--- src/rtl/irq_arb_pkg.sv ---
package irq_arb_pkg;
  localparam int unsigned DEF_LEVELS  = 8;
  localparam int unsigned DEF_VEC_W   = 12;
  localparam int unsigned DEF_VBASE   = 32'h40;
  localparam int unsigned DEF_VSTRIDE = 8;

  // per-cycle control strobes derived at the top
  typedef struct packed {
    logic sample;   // latch requests this cycle
    logic take;     // handshake with the core
    logic retire;   // return from handler
  } irq_ctl_t;
endpackage

--- src/rtl/irq_prio_enc.sv ---
module irq_prio_enc #(
  parameter int unsigned N  = 8,
  localparam int unsigned W = $clog2(N)
) (
  input  logic [N-1:0] bits_i,
  output logic         any_o,
  output logic [W-1:0] idx_o
);
  always_comb begin
    any_o = |bits_i;
    idx_o = '0;
    for (int i = 0; i < N; i++) begin
      if (bits_i[i]) idx_o = W'(i);
    end
  end
endmodule

--- src/rtl/irq_pend_reg.sv ---
module irq_pend_reg #(
  parameter int unsigned N  = 8,
  localparam int unsigned W = $clog2(N)
) (
  input  logic         clk,
  input  logic         rst,
  input  logic         sample_i,
  input  logic [N-1:0] req_i,
  input  logic         sw_req_i,
  input  logic [W-1:0] sw_lvl_i,
  input  logic         clr_i,
  input  logic [W-1:0] clr_lvl_i,
  output logic [N-1:0] pend_o
);
  logic [N-1:0] sw_hot, set_m, clr_m;

  always_comb begin
    sw_hot = sw_req_i ? (N'(1) << sw_lvl_i) : '0;
    set_m  = sample_i ? (req_i | sw_hot) : '0;
    clr_m  = clr_i ? (N'(1) << clr_lvl_i) : '0;
  end

  // a fresh sample of the same level beats the clear
  always_ff @(posedge clk) begin
    if (rst) pend_o <= '0;
    else     pend_o <= (pend_o & ~clr_m) | set_m;
  end
endmodule

--- src/rtl/irq_act_reg.sv ---
module irq_act_reg #(
  parameter int unsigned N  = 8,
  localparam int unsigned W = $clog2(N)
) (
  input  logic         clk,
  input  logic         rst,
  input  logic         set_i,
  input  logic [W-1:0] set_lvl_i,
  input  logic         ret_i,
  output logic [N-1:0] act_o,
  output logic         any_o,
  output logic [W-1:0] top_o
);
  logic [N-1:0] set_m, ret_m;

  irq_prio_enc #(.N(N)) u_top (
    .bits_i(act_o),
    .any_o (any_o),
    .idx_o (top_o)
  );

  always_comb begin
    set_m = set_i ? (N'(1) << set_lvl_i) : '0;
    ret_m = (ret_i && any_o) ? (N'(1) << top_o) : '0;
  end

  always_ff @(posedge clk) begin
    if (rst) act_o <= '0;
    else     act_o <= (act_o & ~ret_m) | set_m;
  end
endmodule

--- src/rtl/irq_vec_map.sv ---
module irq_vec_map #(
  parameter int unsigned N      = 8,
  parameter int unsigned VW     = 12,
  parameter int unsigned BASE   = 32'h40,
  parameter int unsigned STRIDE = 8,
  localparam int unsigned W     = $clog2(N)
) (
  input  logic [W-1:0]  lvl_i,
  output logic [VW-1:0] vec_o
);
  logic [VW-1:0] tbl [N];

  for (genvar g = 0; g < N; g++) begin : g_ent
    assign tbl[g] = VW'(BASE + g * STRIDE);
  end

  assign vec_o = tbl[lvl_i];
endmodule

--- src/rtl/prio_irq_ctrl.sv ---
module prio_irq_ctrl
  import irq_arb_pkg::*;
#(
  parameter int unsigned NUM_LEVELS = DEF_LEVELS,
  parameter int unsigned VEC_W      = DEF_VEC_W,
  parameter int unsigned VEC_BASE   = DEF_VBASE,
  parameter int unsigned VEC_STRIDE = DEF_VSTRIDE,
  localparam int unsigned LW        = $clog2(NUM_LEVELS)
) (
  input  logic                  clk,
  input  logic                  rst,
  input  logic                  cyc_i,
  input  logic                  io_cyc_i,
  input  logic [NUM_LEVELS-1:0] req_i,
  input  logic                  sw_req_i,
  input  logic [LW-1:0]         sw_lvl_i,
  input  logic                  gie_i,
  output logic                  irq_valid_o,
  input  logic                  ack_ready_i,
  output logic [VEC_W-1:0]      vec_o,
  output logic [LW-1:0]         lvl_o,
  input  logic                  reti_i,
  output logic [NUM_LEVELS-1:0] pend_o,
  output logic [NUM_LEVELS-1:0] act_o
);
  irq_ctl_t      ctl;
  logic          pend_any, act_any;
  logic [LW-1:0] win_lvl, act_top;
  logic          outranks;

  irq_prio_enc #(.N(NUM_LEVELS)) u_win (
    .bits_i(pend_o),
    .any_o (pend_any),
    .idx_o (win_lvl)
  );

  // strictly above the most urgent level in service
  assign outranks    = !act_any || (win_lvl > act_top);
  assign irq_valid_o = gie_i && pend_any && outranks;

  always_comb begin
    ctl.sample = cyc_i && !io_cyc_i;
    ctl.take   = irq_valid_o && ack_ready_i;
    ctl.retire = reti_i;
  end

  irq_pend_reg #(.N(NUM_LEVELS)) u_pend (
    .clk      (clk),
    .rst      (rst),
    .sample_i (ctl.sample),
    .req_i    (req_i),
    .sw_req_i (sw_req_i),
    .sw_lvl_i (sw_lvl_i),
    .clr_i    (ctl.take),
    .clr_lvl_i(win_lvl),
    .pend_o   (pend_o)
  );

  irq_act_reg #(.N(NUM_LEVELS)) u_act (
    .clk      (clk),
    .rst      (rst),
    .set_i    (ctl.take),
    .set_lvl_i(win_lvl),
    .ret_i    (ctl.retire),
    .act_o    (act_o),
    .any_o    (act_any),
    .top_o    (act_top)
  );

  irq_vec_map #(
    .N(NUM_LEVELS), .VW(VEC_W), .BASE(VEC_BASE), .STRIDE(VEC_STRIDE)
  ) u_vec (
    .lvl_i(win_lvl),
    .vec_o(vec_o)
  );

  assign lvl_o = win_lvl;
endmodule

--- config.mk ---
export PLATFORM = sky130hd
export DESIGN_NAME = prio_irq_ctrl
export DESIGN_NICKNAME = d
export VERILOG_FILES = /design/src/rtl/irq_arb_pkg.sv /design/src/rtl/irq_prio_enc.sv /design/src/rtl/irq_pend_reg.sv /design/src/rtl/irq_act_reg.sv /design/src/rtl/irq_vec_map.sv /design/src/rtl/prio_irq_ctrl.sv
export SDC_FILE = /design/constraint.sdc
export NUM_CORES = 1
export LEC_CHECK = 0
export ABC_AREA = 1
export BUFFER_PORTS_ARGS = -buffer_cell sky130_fd_sc_hd__buf_2
export CAP_MARGIN = 20
export CELL_PAD_IN_SITES_DETAIL_PLACEMENT = 2
export CELL_PAD_IN_SITES_GLOBAL_PLACEMENT = 2
export CORE_UTILIZATION = 21
export CTS_CLUSTER_SIZE = 30
export DETAILED_ROUTE_END_ITERATION = 10
export GPL_TIMING_DRIVEN = 0
export MAX_ROUTING_LAYER = met4
export PLACE_DENSITY_LB_ADDON = 0.05
export SYNTH_ARGS = -nofsm -noshare
export SYNTH_HDL_FRONTEND = slang
export SYNTH_SLANG_ARGS = --single-unit
--- constraint.sdc ---
create_clock -name clk -period 1.8 [get_ports clk]
set_clock_uncertainty 0.15 [all_clocks]
set_input_delay 0 -clock clk [delete_from_list [all_inputs] [get_ports clk]]
set_output_delay 0 -clock clk [all_outputs]
set_load 0.1 [all_outputs]
# --- Yosys cells after proc, flatten, opt, wreduce, memory -nomap -nowiden ---
# Memory sizes are Yosys's and may differ from the RTL's.
# Cells that the tools add are included.
word_totals:
  reg_bits: 16
  inputBits: 19
  rom_bits: 96
  word_cells: 46
  n_memories: 1
op_classes:
  shift: 3
  bitwise: 8
  muxes: 20
  n_lt_le_gt_ge: 2
  reduce_logical: 10
mem_list:
  columns: ["name", "depth", "word_bits", "read_ports", "rd_ports_with_merged_regs", "wr", "line_no", "rtl"]
  rows:
  - ["(no name shown)", 8, 12, 1, 0, 0, "irq_vec_map.sv:17", "assign vec_o = tbl[lvl_i];"]
op_table:
  columns: ["cell", "n"]
  rows:
  - ["2-to-1 mux 8 bit", 4]
  - ["2-to-1 mux 3 bit", 10]
  - ["2-to-1 mux 12 bit", 2]
  - ["bitwise OR 8 bit", 3]
  - ["<< shifter 1 x 3 -> 8 bit (first input constant)", 3]
  - ["bitwise AND 8 bit", 2]
  - ["inverter 8 bit", 2]
  - ["OR reduction 8 bit", 2]
  - ["logical AND 1 bit", 5]
  - ["greater-or-equal comparator 4 bit (second input constant)", 1]
  - ["2-to-1 mux 2 bit", 2]
  - ["inverter 3 -> 4 bit", 1]
  - ["greater-than comparator 3 bit", 1]
  - ["logical NOT 1 bit", 2]
  - ["2-to-1 mux 1 bit", 2]
  - ["logical OR 1 bit", 1]

# --- Logic depth before layout (Yosys ltp) ---
# Gate-level depths: netlist of the first run.
depth:
  word_depth: 15
  depth_mapped: 18
  ltp_nobuf: 18

# --- By module ---
# From an unflattened synthesis of the first run, not the netlist that was laid out.
unflattened:
  hier_cells: 214
  area_unflattened_um2: 1218.7
by_module_without_submodules:
  columns: ["module", "n_inst", "area_each_um2", "seq_area_each_um2", "cells_per_inst"]
  rows:
  - ["irq_pend_reg", 1, 454.2, 160.2, 76]
  - ["irq_act_reg", 1, 397.9, 160.2, 63]
  - ["irq_prio_enc", 2, 77.6, 0.0, 20]
  - ["prio_irq_ctrl", 1, 113.9, 0.0, 21]
  - ["irq_vec_map", 1, 97.6, 0.0, 14]

# --- Worst setup path before layout of the first run ---
# No wires, ideal clock.
synth_timing:
  path_kind: "register to output"
  start: "register u_pend.pend_o[3]"
  end: "output port irq_valid_o"
  path_buffers: 0
  arrival_time_ps: 3420
  slack_ps: -1770
  stages_incl_launch_ff: 15
  path_cell_list: "dfxtp_1 -> inv_1 -> nand2_1 -> nand2_1 -> nand2_1 -> nand2_1 -> nand2_1 -> inv_1 -> ha_1 -> nand3b_1 -> nand2_1 -> nand2_1 -> nand2_4 -> nand2_1 -> inv_1"
synth_between:
  elab_chain_cells: 8
synth_lines:
  columns: ["element", "line_no", "rtl"]
  rows:
  - ["start: declaration", "irq_pend_reg.sv:13", "output logic [N-1:0] pend_o"]
  - ["start signal: assignment", "irq_pend_reg.sv:26", "else pend_o <= (pend_o & ~clr_m) | set_m;"]
  - ["2-to-1 mux 2 bit", "irq_prio_enc.sv:13", "if (bits_i[i]) idx_o = W'(i);"]
  - ["2-to-1 mux 3 bit (4 in a row)", "irq_prio_enc.sv:13", null]
  - ["net lvl_o[0]", "prio_irq_ctrl.sv:21", "output logic [LW-1:0] lvl_o,"]
  - ["greater-than comparator 3 bit", "prio_irq_ctrl.sv:38", "assign outranks = !act_any || (win_lvl > act_top);"]
  - ["logical OR 1 bit", "prio_irq_ctrl.sv:38", null]
  - ["logical AND 1 bit", "prio_irq_ctrl.sv:39", "assign irq_valid_o = gie_i && pend_any && outranks;"]
  - ["end: declaration", "prio_irq_ctrl.sv:18", "output logic irq_valid_o,"]
# The timed path passes the listed nets, and every way through them passes these cells.

# --- Final worst setup path of the first run ---
layout_timing:
  start: "register u_act.act_o[1]"
  end: "register u_pend.pend_o[0]"
layout_between:
  elab_chain_cells: 15
layout_lines:
  columns: ["element", "line_no", "rtl"]
  rows:
  - ["start: declaration", "irq_act_reg.sv:10", "output logic [N-1:0] act_o,"]
  - ["start signal: assignment", "irq_act_reg.sv:29", "else act_o <= (act_o & ~ret_m) | set_m;"]
  - ["2-to-1 mux 1 bit", "irq_prio_enc.sv:13", null]
  - ["2-to-1 mux 3 bit (6 in a row)", "irq_prio_enc.sv:13", null]
  - ["greater-than comparator 3 bit", "prio_irq_ctrl.sv:38", null]
  - ["logical OR 1 bit (*)", "prio_irq_ctrl.sv:38", null]
  - ["logical AND 1 bit (*)", "prio_irq_ctrl.sv:39", null]
  - ["logical AND 1 bit (*)", "prio_irq_ctrl.sv:43", "ctl.take = irq_valid_o && ack_ready_i;"]
  - ["2-to-1 mux 8 bit (*)", "irq_pend_reg.sv:20", "clr_m = clr_i ? (N'(1) << clr_lvl_i) : '0;"]
  - ["inverter 8 bit (*)", "irq_pend_reg.sv:26", null]
  - ["bitwise AND 8 bit (*)", "irq_pend_reg.sv:26", null]
  - ["bitwise OR 8 bit (*)", "irq_pend_reg.sv:26", null]
# Mark *: on every way between the ends. The rest lies on a longest branch, timed or not.
# A chain may end at the register's enable or synchronous reset.

==> metrics.csv, run 1 <==
metric,value,unit
fin worst setup slack,-406,ps
# clock sinks,16,
CP Launch Type,flop,
FP Rows,27,
Power Dens Cells,776,nW/um2
worst path required time,1780,ps
synth warn,0,
Comb power frac,58.4,%
reg2reg end,u_pend.pend_o[0]$_SDFF_PP0_,
leading area contributor after synthesis,dfxtp_1,
routed wire length,4500,um
Initial DRC Count,18,
worst vdd ir,0.000257,V
CTS Root Cell,clkbuf_8,
vias in the first global route,1590,
share of layout cells above drive strength 1,51.7,%
Hold Path Origin,io_cyc_i,
Tightest Hold Check Type,in -> reg,
WL/cell,13.4,um
top-count cell post-synth,nand2_1,
clock transition at the registers of the reported paths,70,ps
DPL Wire Length,3490,um
# IOs,51,
R2R cell count,15,
final period utilization,123,%
Final Setup Violations,17,
Pint,0.000769,W
ys async rst share,0,%
post-synthesis sequential area ratio,26.7,%
Initial Util,21.8,%
"Avg Cell Area, Syn",6.52,um2
GP Congestion,0.787,
drc violations,0,
Critical Path Sink Type,flop,
max-slew violations,0,
Max-slew headroom,64.6,%
Syn Inst Count,184,
Min-Delay Endpoint,u_pend.pend_o[0]$_SDFF_PP0_,
min Tclk post-route,2210,ps
largest cells by area after synthesis,"dfxtp_1 (27%), nand2_1 (11%), nor2_1 (8.1%)",
global-route wire length before repair,7330,um
switching power total,0.000851,W
Final Cell Area,2090,um2
Layout area overhead,73.9,%
Die Span Y,77.6,um
dominant synthesized flop cell,dfxtp_1,
#FFs+latches synth,16,
Nets,286,
post-synth top area share,26.7,%
Die Area,6020,um2
ANT cells,0,
gr usage total,16.2,%
H-Tree Level Count,1,
hold violation count in the final report,1,
switching share of power,52.5,%
port bufs,40,
hold depth,4,
core area,5510,um2
routed via count,1448,
fillers,651,
vias per inst,4.32,
total CTS buffers,3,
Netlist Area Pre-Place,1200,um2
CP Max Fanout,4,
post-synth cell types,27,
r2r setup slk,-410,ps
Die W,77.6,um
sequential share of power,23.7,%
Leakage,0.943,nW
pin count of the biggest net entering global routing,11,
Clock Latency Late Sink,260,ps
Commonest cells post-synth,"nand2_1 (36), nor2_1 (26), inv_1 (20)",
failing checks,"negative hold slack, negative setup slack",
RSZ-0062 raised after global routing,yes,
CTS Buffer Depth,2,
initial antenna violation count,0,
Overflow after GRT,0,
Clock Power Share,18.0,%
kind of critical path,reg -> reg,
Routed Antenna Nets,0,
"Cell Area, Placed",1710,um2
RR Startpoint,u_act.act_o[1]$_SDFF_PP0_,
crit path DAT,2190,ps
status,"finished, violations left",
CTS tree,done,
DR pass1 iterations,4,
Least-Margin Pin Slew,530,ps
WHS,-6.16,ps
Max Cap Viol,0,
max frequency,0.453,GHz
number of flops mapped to enable cells by yosys,0,
==> worst max-delay path, stage by stage, from the launching register on <==
cell	delay [ps]
dfxtp_4	350
inv_2	50
nor2_1	40
nor2_1	140
o21ai_2	90
a21oi_2	200
inv_2	70
ha_4	150
nand3b_1	140
nand2_1	80
nand2_2	70
nand2_4	120
buf_4	140
nand3_4	100
o21ai_2	130
a21oi_1	70
==> registers in the layout, indices dropped and copies added (netlist names) <==
| name | count |
|---|---|
| u_act.act_o | 8 |
| u_pend.pend_o | 8 |
==> cells by family after synthesis <==
group	synth area share, %
AND/OR/NAND/NOR	34.6
buffers and inverters	17.0
AO/OA/AOI/OAI	17.9
flip-flops	26.7
adder cells (fa/ha/maj)	3.13
other	0.626
==> routing by layer <==
metal | track usage [%] | routed length, um
met4 | 6.23 | 70
met5 | - | 0
met2 | 33.4 | 2660
met3 | 1.41 | 110
met1 | 15.2 | 1660
==> power by group through the flow <==
stage	Sequential [W]	Combinational (W)	Clock, W
after floorplan	0.000505	0.000604	0
after global placement	0.000389	0.000836	0
after detailed placement	0.000390	0.000855	0
after CTS	0.000383	0.000930	0.000307
after global routing	0.000387	0.00100	0.000317
final	0.000384	0.000946	0.000291
==> repair_timing <==
action / 4_1_cts / 5_1_grt
cloned: 1 / 0
gates resized for setup: 14 / 8
endpoints found under the setup margin: 17 / 18
hold endpoints to repair: 10 / 0
buffers inserted: 7 / 3
pin swaps: 9 / 10
hold buffers: 17 / 0
==> per-stage QoR <==
stage | utilization (%) | worst slack [ps] | TNS, ps | std cells | total power [W]
2_1_floorplan | - | -446 | -6580 | 191 | 0.00111
3_3_place_gp | 31.0 | -486 | -7140 | 303 | 0.00123
3_5_place_dp | 31.0 | -550 | -7950 | 303 | 0.00125
4_1_cts | 37.0 | -461 | -6450 | 332 | 0.00162
5_1_grt | 37.9 | -561 | -8290 | 335 | 0.00171
6_report | 37.9 | -406 | -5730 | 335 | 0.00162
==> layout by cell type (no fill, tap or decap), types with 2 or more instances in the layout <==
cell,instances
nand3_2,2
nand4_1,2
ha_4,3
nor2_2,2
nand2_1,28
dlygate4sd3_1,17
conb_1,9
clkbuf_8,3
buf_2,38
o21ai_0,10
nand2_8,3
a21oi_2,7
dfxtp_4,12
nand3_4,2
nor2_4,6
buf_4,22
inv_1,15
dfxtp_2,2
nor2_1,23
dfxtp_1,2
inv_2,10
nand2_4,4
nand3_1,3
nand2_2,6
o21ai_2,6
a21oi_1,12
==> worst max path at each step <==
stage / startpoint / to / slack [ps]
after floorplan: u_pend.pend_o[1]$_SDFF_PP0_ / u_pend.pend_o[6]$_SDFF_PP0_ / -450
after global placement: u_act.act_o[1]$_SDFF_PP0_ / u_pend.pend_o[6]$_SDFF_PP0_ / -490
after detailed placement: u_act.act_o[1]$_SDFF_PP0_ / u_pend.pend_o[6]$_SDFF_PP0_ / -550
after CTS: u_act.act_o[1]$_SDFF_PP0_ / irq_valid_o / -460
after global routing: u_act.act_o[1]$_SDFF_PP0_ / u_pend.pend_o[6]$_SDFF_PP0_ / -560
final: u_act.act_o[1]$_SDFF_PP0_ / u_pend.pend_o[0]$_SDFF_PP0_ / -410
==> layout make-up <==
type	count	area, um2	area share [%]
sequential	16	368	17.6
timing repair buffer	67	463	22.2
clock buffer	3	41.3	1.98
multi-input combinational	134	907	43.5
clock inverter	1	3.75	0.180
buffer	14	97.6	4.68
tap	72	90.1	4.32
inverter	28	116	5.58
(Power assumes the default switching activity.)
==> run 2, diff against run 1 <==
--- a/config.mk
+++ b/config.mk
@@ -16,6 +16,7 @@
 export GPL_TIMING_DRIVEN = 0
 export MAX_ROUTING_LAYER = met4
 export PLACE_DENSITY_LB_ADDON = 0.05
+export REMOVE_ABC_BUFFERS = 1
 export SYNTH_ARGS = -nofsm -noshare
 export SYNTH_HDL_FRONTEND = slang
 export SYNTH_SLANG_ARGS = --single-unit
==> run 2 against run 1 <==
Total power increased by 0.15%. Largest power group unchanged. Utilization shrank 3.5 points. Design area is 9.2% lower. Die area stayed put. Via count fell by 4.9%. Critical path depth rose by 1. Combinational power down 6.3%. The run ends with negative setup slack left. Non-clock buffer count down 12. Sequential cell count stayed put.
==> metrics.csv, run 2 (synthesis gave the netlist of run 1 again) <==
metric,value,unit
status,"finished, violations left",
failing checks,negative setup slack,
Initial DRC Count,9,
routed wire length,4400,um
CP Launch Type,flop,
max frequency,0.461,GHz
global-route wire length before repair,7010,um
kind of critical path,reg -> out,
crit path DAT,2020,ps
worst path required time,1650,ps
CTS Root Cell,clkbuf_8,
CP peak stage delay,360,ps
routed via count,1377,
Overflow after GRT,0,
initial antenna violation count,0,
vias in the first global route,1528,
Die Area,6020,um2
share of layout cells above drive strength 1,47.4,%
sequential share of power,24.1,%
CTS Buffer Depth,2,
port bufs,41,
Initial Util,21.8,%
# clock sinks,16,
top flop regs,"u_act.act_o x8, u_pend.pend_o x8",
Post-Layout Cell Count,323,
Die W,77.6,um
DP Cell Count,290,
Routed Antenna Nets,0,
CP Max Fanout,4,
CTS tree,done,
slowest CP cell,dfxtp_4,
DR pass1 iterations,4,
Worst path most repeated cell,nand2_2,
hold violation count in the final report,0,
# IOs,51,
Comb power frac,54.6,%
GP Congestion,0.773,
RSZ-0062 raised after global routing,yes,
most frequent cells in the layout,"buf_2 (37), nand2_1 (25), nor2_1 (22)",
Leakage,0.886,nW
Max Cap Viol,0,
drc violations,0,
crit-path leading delay family,simple AND/OR/NAND/NOR gates,
final period utilization,120,%
gr usage total,15.3,%
fin worst setup slack,-368,ps
WL/cell,13.6,um
total power,0.00162,W
"commonest non-fill, non-tap cell in the layout",buf_2,
vias per inst,4.26,
total CTS buffers,3,
max-slew violations,0,
Critical Path Sink Type,output pin,
Critical path buffers and inverters,4,
Nets,274,
Setup TNS,-5080,ps
Layout area overhead,57.9,%
DPL Wire Length,3280,um
FP Rows,27,
worst vdd ir,0.000390,V
switching power total,0.000835,W
switching share of power,51.5,%
ANT cells,0,
clock transition at the registers of the reported paths,80,ps
core area,5510,um2
H-Tree Level Count,1,
Tightest Hold Check Type,in -> reg,
Final Setup Violations,17,
Clock Latency Late Sink,260,ps
Clock Power Share,21.4,%
Pint,0.000787,W
Die Span Y,77.6,um
crit path cell chain,"inv_2, nand2_2, nand2_2, nand2_1, nand2_2, nand2_2, nand2_4, inv_4, ha_2, nand3b_1, nand2_1, nand2_2, nand2_4, nand2_2, inv_2, buf_12",
Power Dens Cells,857,nW/um2
min Tclk post-route,2170,ps
pin count of the biggest net entering global routing,17,
[run 2: cell type report]
cell class / instances / area, um2
Clock buffer: 4 / 55.1
Fill cell: 667 / 3610
Inverter: 28 / 110
Multi-Input combinational cell: 134 / 831
Sequential cell: 16 / 330
Tap cell: 72 / 90.1
Timing Repair Buffer: 69 / 478
[run 2: stage by stage]
stage / instance area (um2) / hold WS (ps) / setup slack (ps) / util (%)
5_1_grt: 1890 / 48.3 / -522 / 34.4
3_3_place_gp: 1420 / 171 / -439 / 25.9
3_5_place_dp: 1420 / 174 / -526 / 25.9
2_1_floorplan: 1130 / -87.6 / -2480 / -
6_report: 1890 / 4.07 / -368 / 34.4
4_1_cts: 1700 / 6.70 / -413 / 30.9
[run 2: path summary, 6_finish.rpt]
kind | start | to | slack, ps | cells past startpoint
worst max register to register | u_pend.pend_o[2]$_SDFF_PP0_ | u_pend.pend_o[6]$_SDFF_PP0_ | -340 | 18
worst min-delay path | io_cyc_i | u_pend.pend_o[1]$_SDFF_PP0_ | 4 | 4
worst max-delay path | u_pend.pend_o[2]$_SDFF_PP0_ | irq_valid_o | -370 | 16
worst min register to register | u_pend.pend_o[4]$_SDFF_PP0_ | u_pend.pend_o[4]$_SDFF_PP0_ | 350 | 2
[run 2: layer usage]
layer	track usage (%)	wire length [um]	part of all wire, %
met5	-	0	0
met2	30.6	2510	57
met4	5.09	53	1.2
met3	2.00	138	3.1
met1	14.8	1700	39
[run 2: worst register-to-register path, stage by stage (launching register included)]
cell      delay [ps]
dfxtp_4          360
inv_2             50
nand2_2           50
nand2_2           60
nand2_1           60
nand2_2           80
nand2_2           70
nand2_4          100
inv_4             40
ha_2             150
nand3b_1         160
nand2_1           90
nand2_2           70
nand2_4          120
nand3_4          150
inv_2             90
nand2_2           70
nand2_2           60
a21oi_2           40
[run 2: power groups by stage]
| stage | registers [W] | logic [W] | clock network [W] |
|---|---|---|---|
| floorplan | 0.000509 | 0.000490 | 0 |
| global placement | 0.000395 | 0.000724 | 0 |
| detailed placement | 0.000396 | 0.000739 | 0 |
| CTS | 0.000389 | 0.000797 | 0.000358 |
| global route | 0.000394 | 0.000937 | 0.000376 |
| finish | 0.000390 | 0.000886 | 0.000347 |
[run 2: timing repair]
| action | in CTS | in global routing |
|---|---|---|
| setup buffers | 3 | 9 |
| hold endpoints to repair | 13 | 0 |
| gates resized for setup | 17 | 35 |
| pin swaps | 6 | 20 |
| cloned | 0 | 1 |
| setup endpoints to repair | 18 | 20 |
| hold buffers | 16 | 0 |
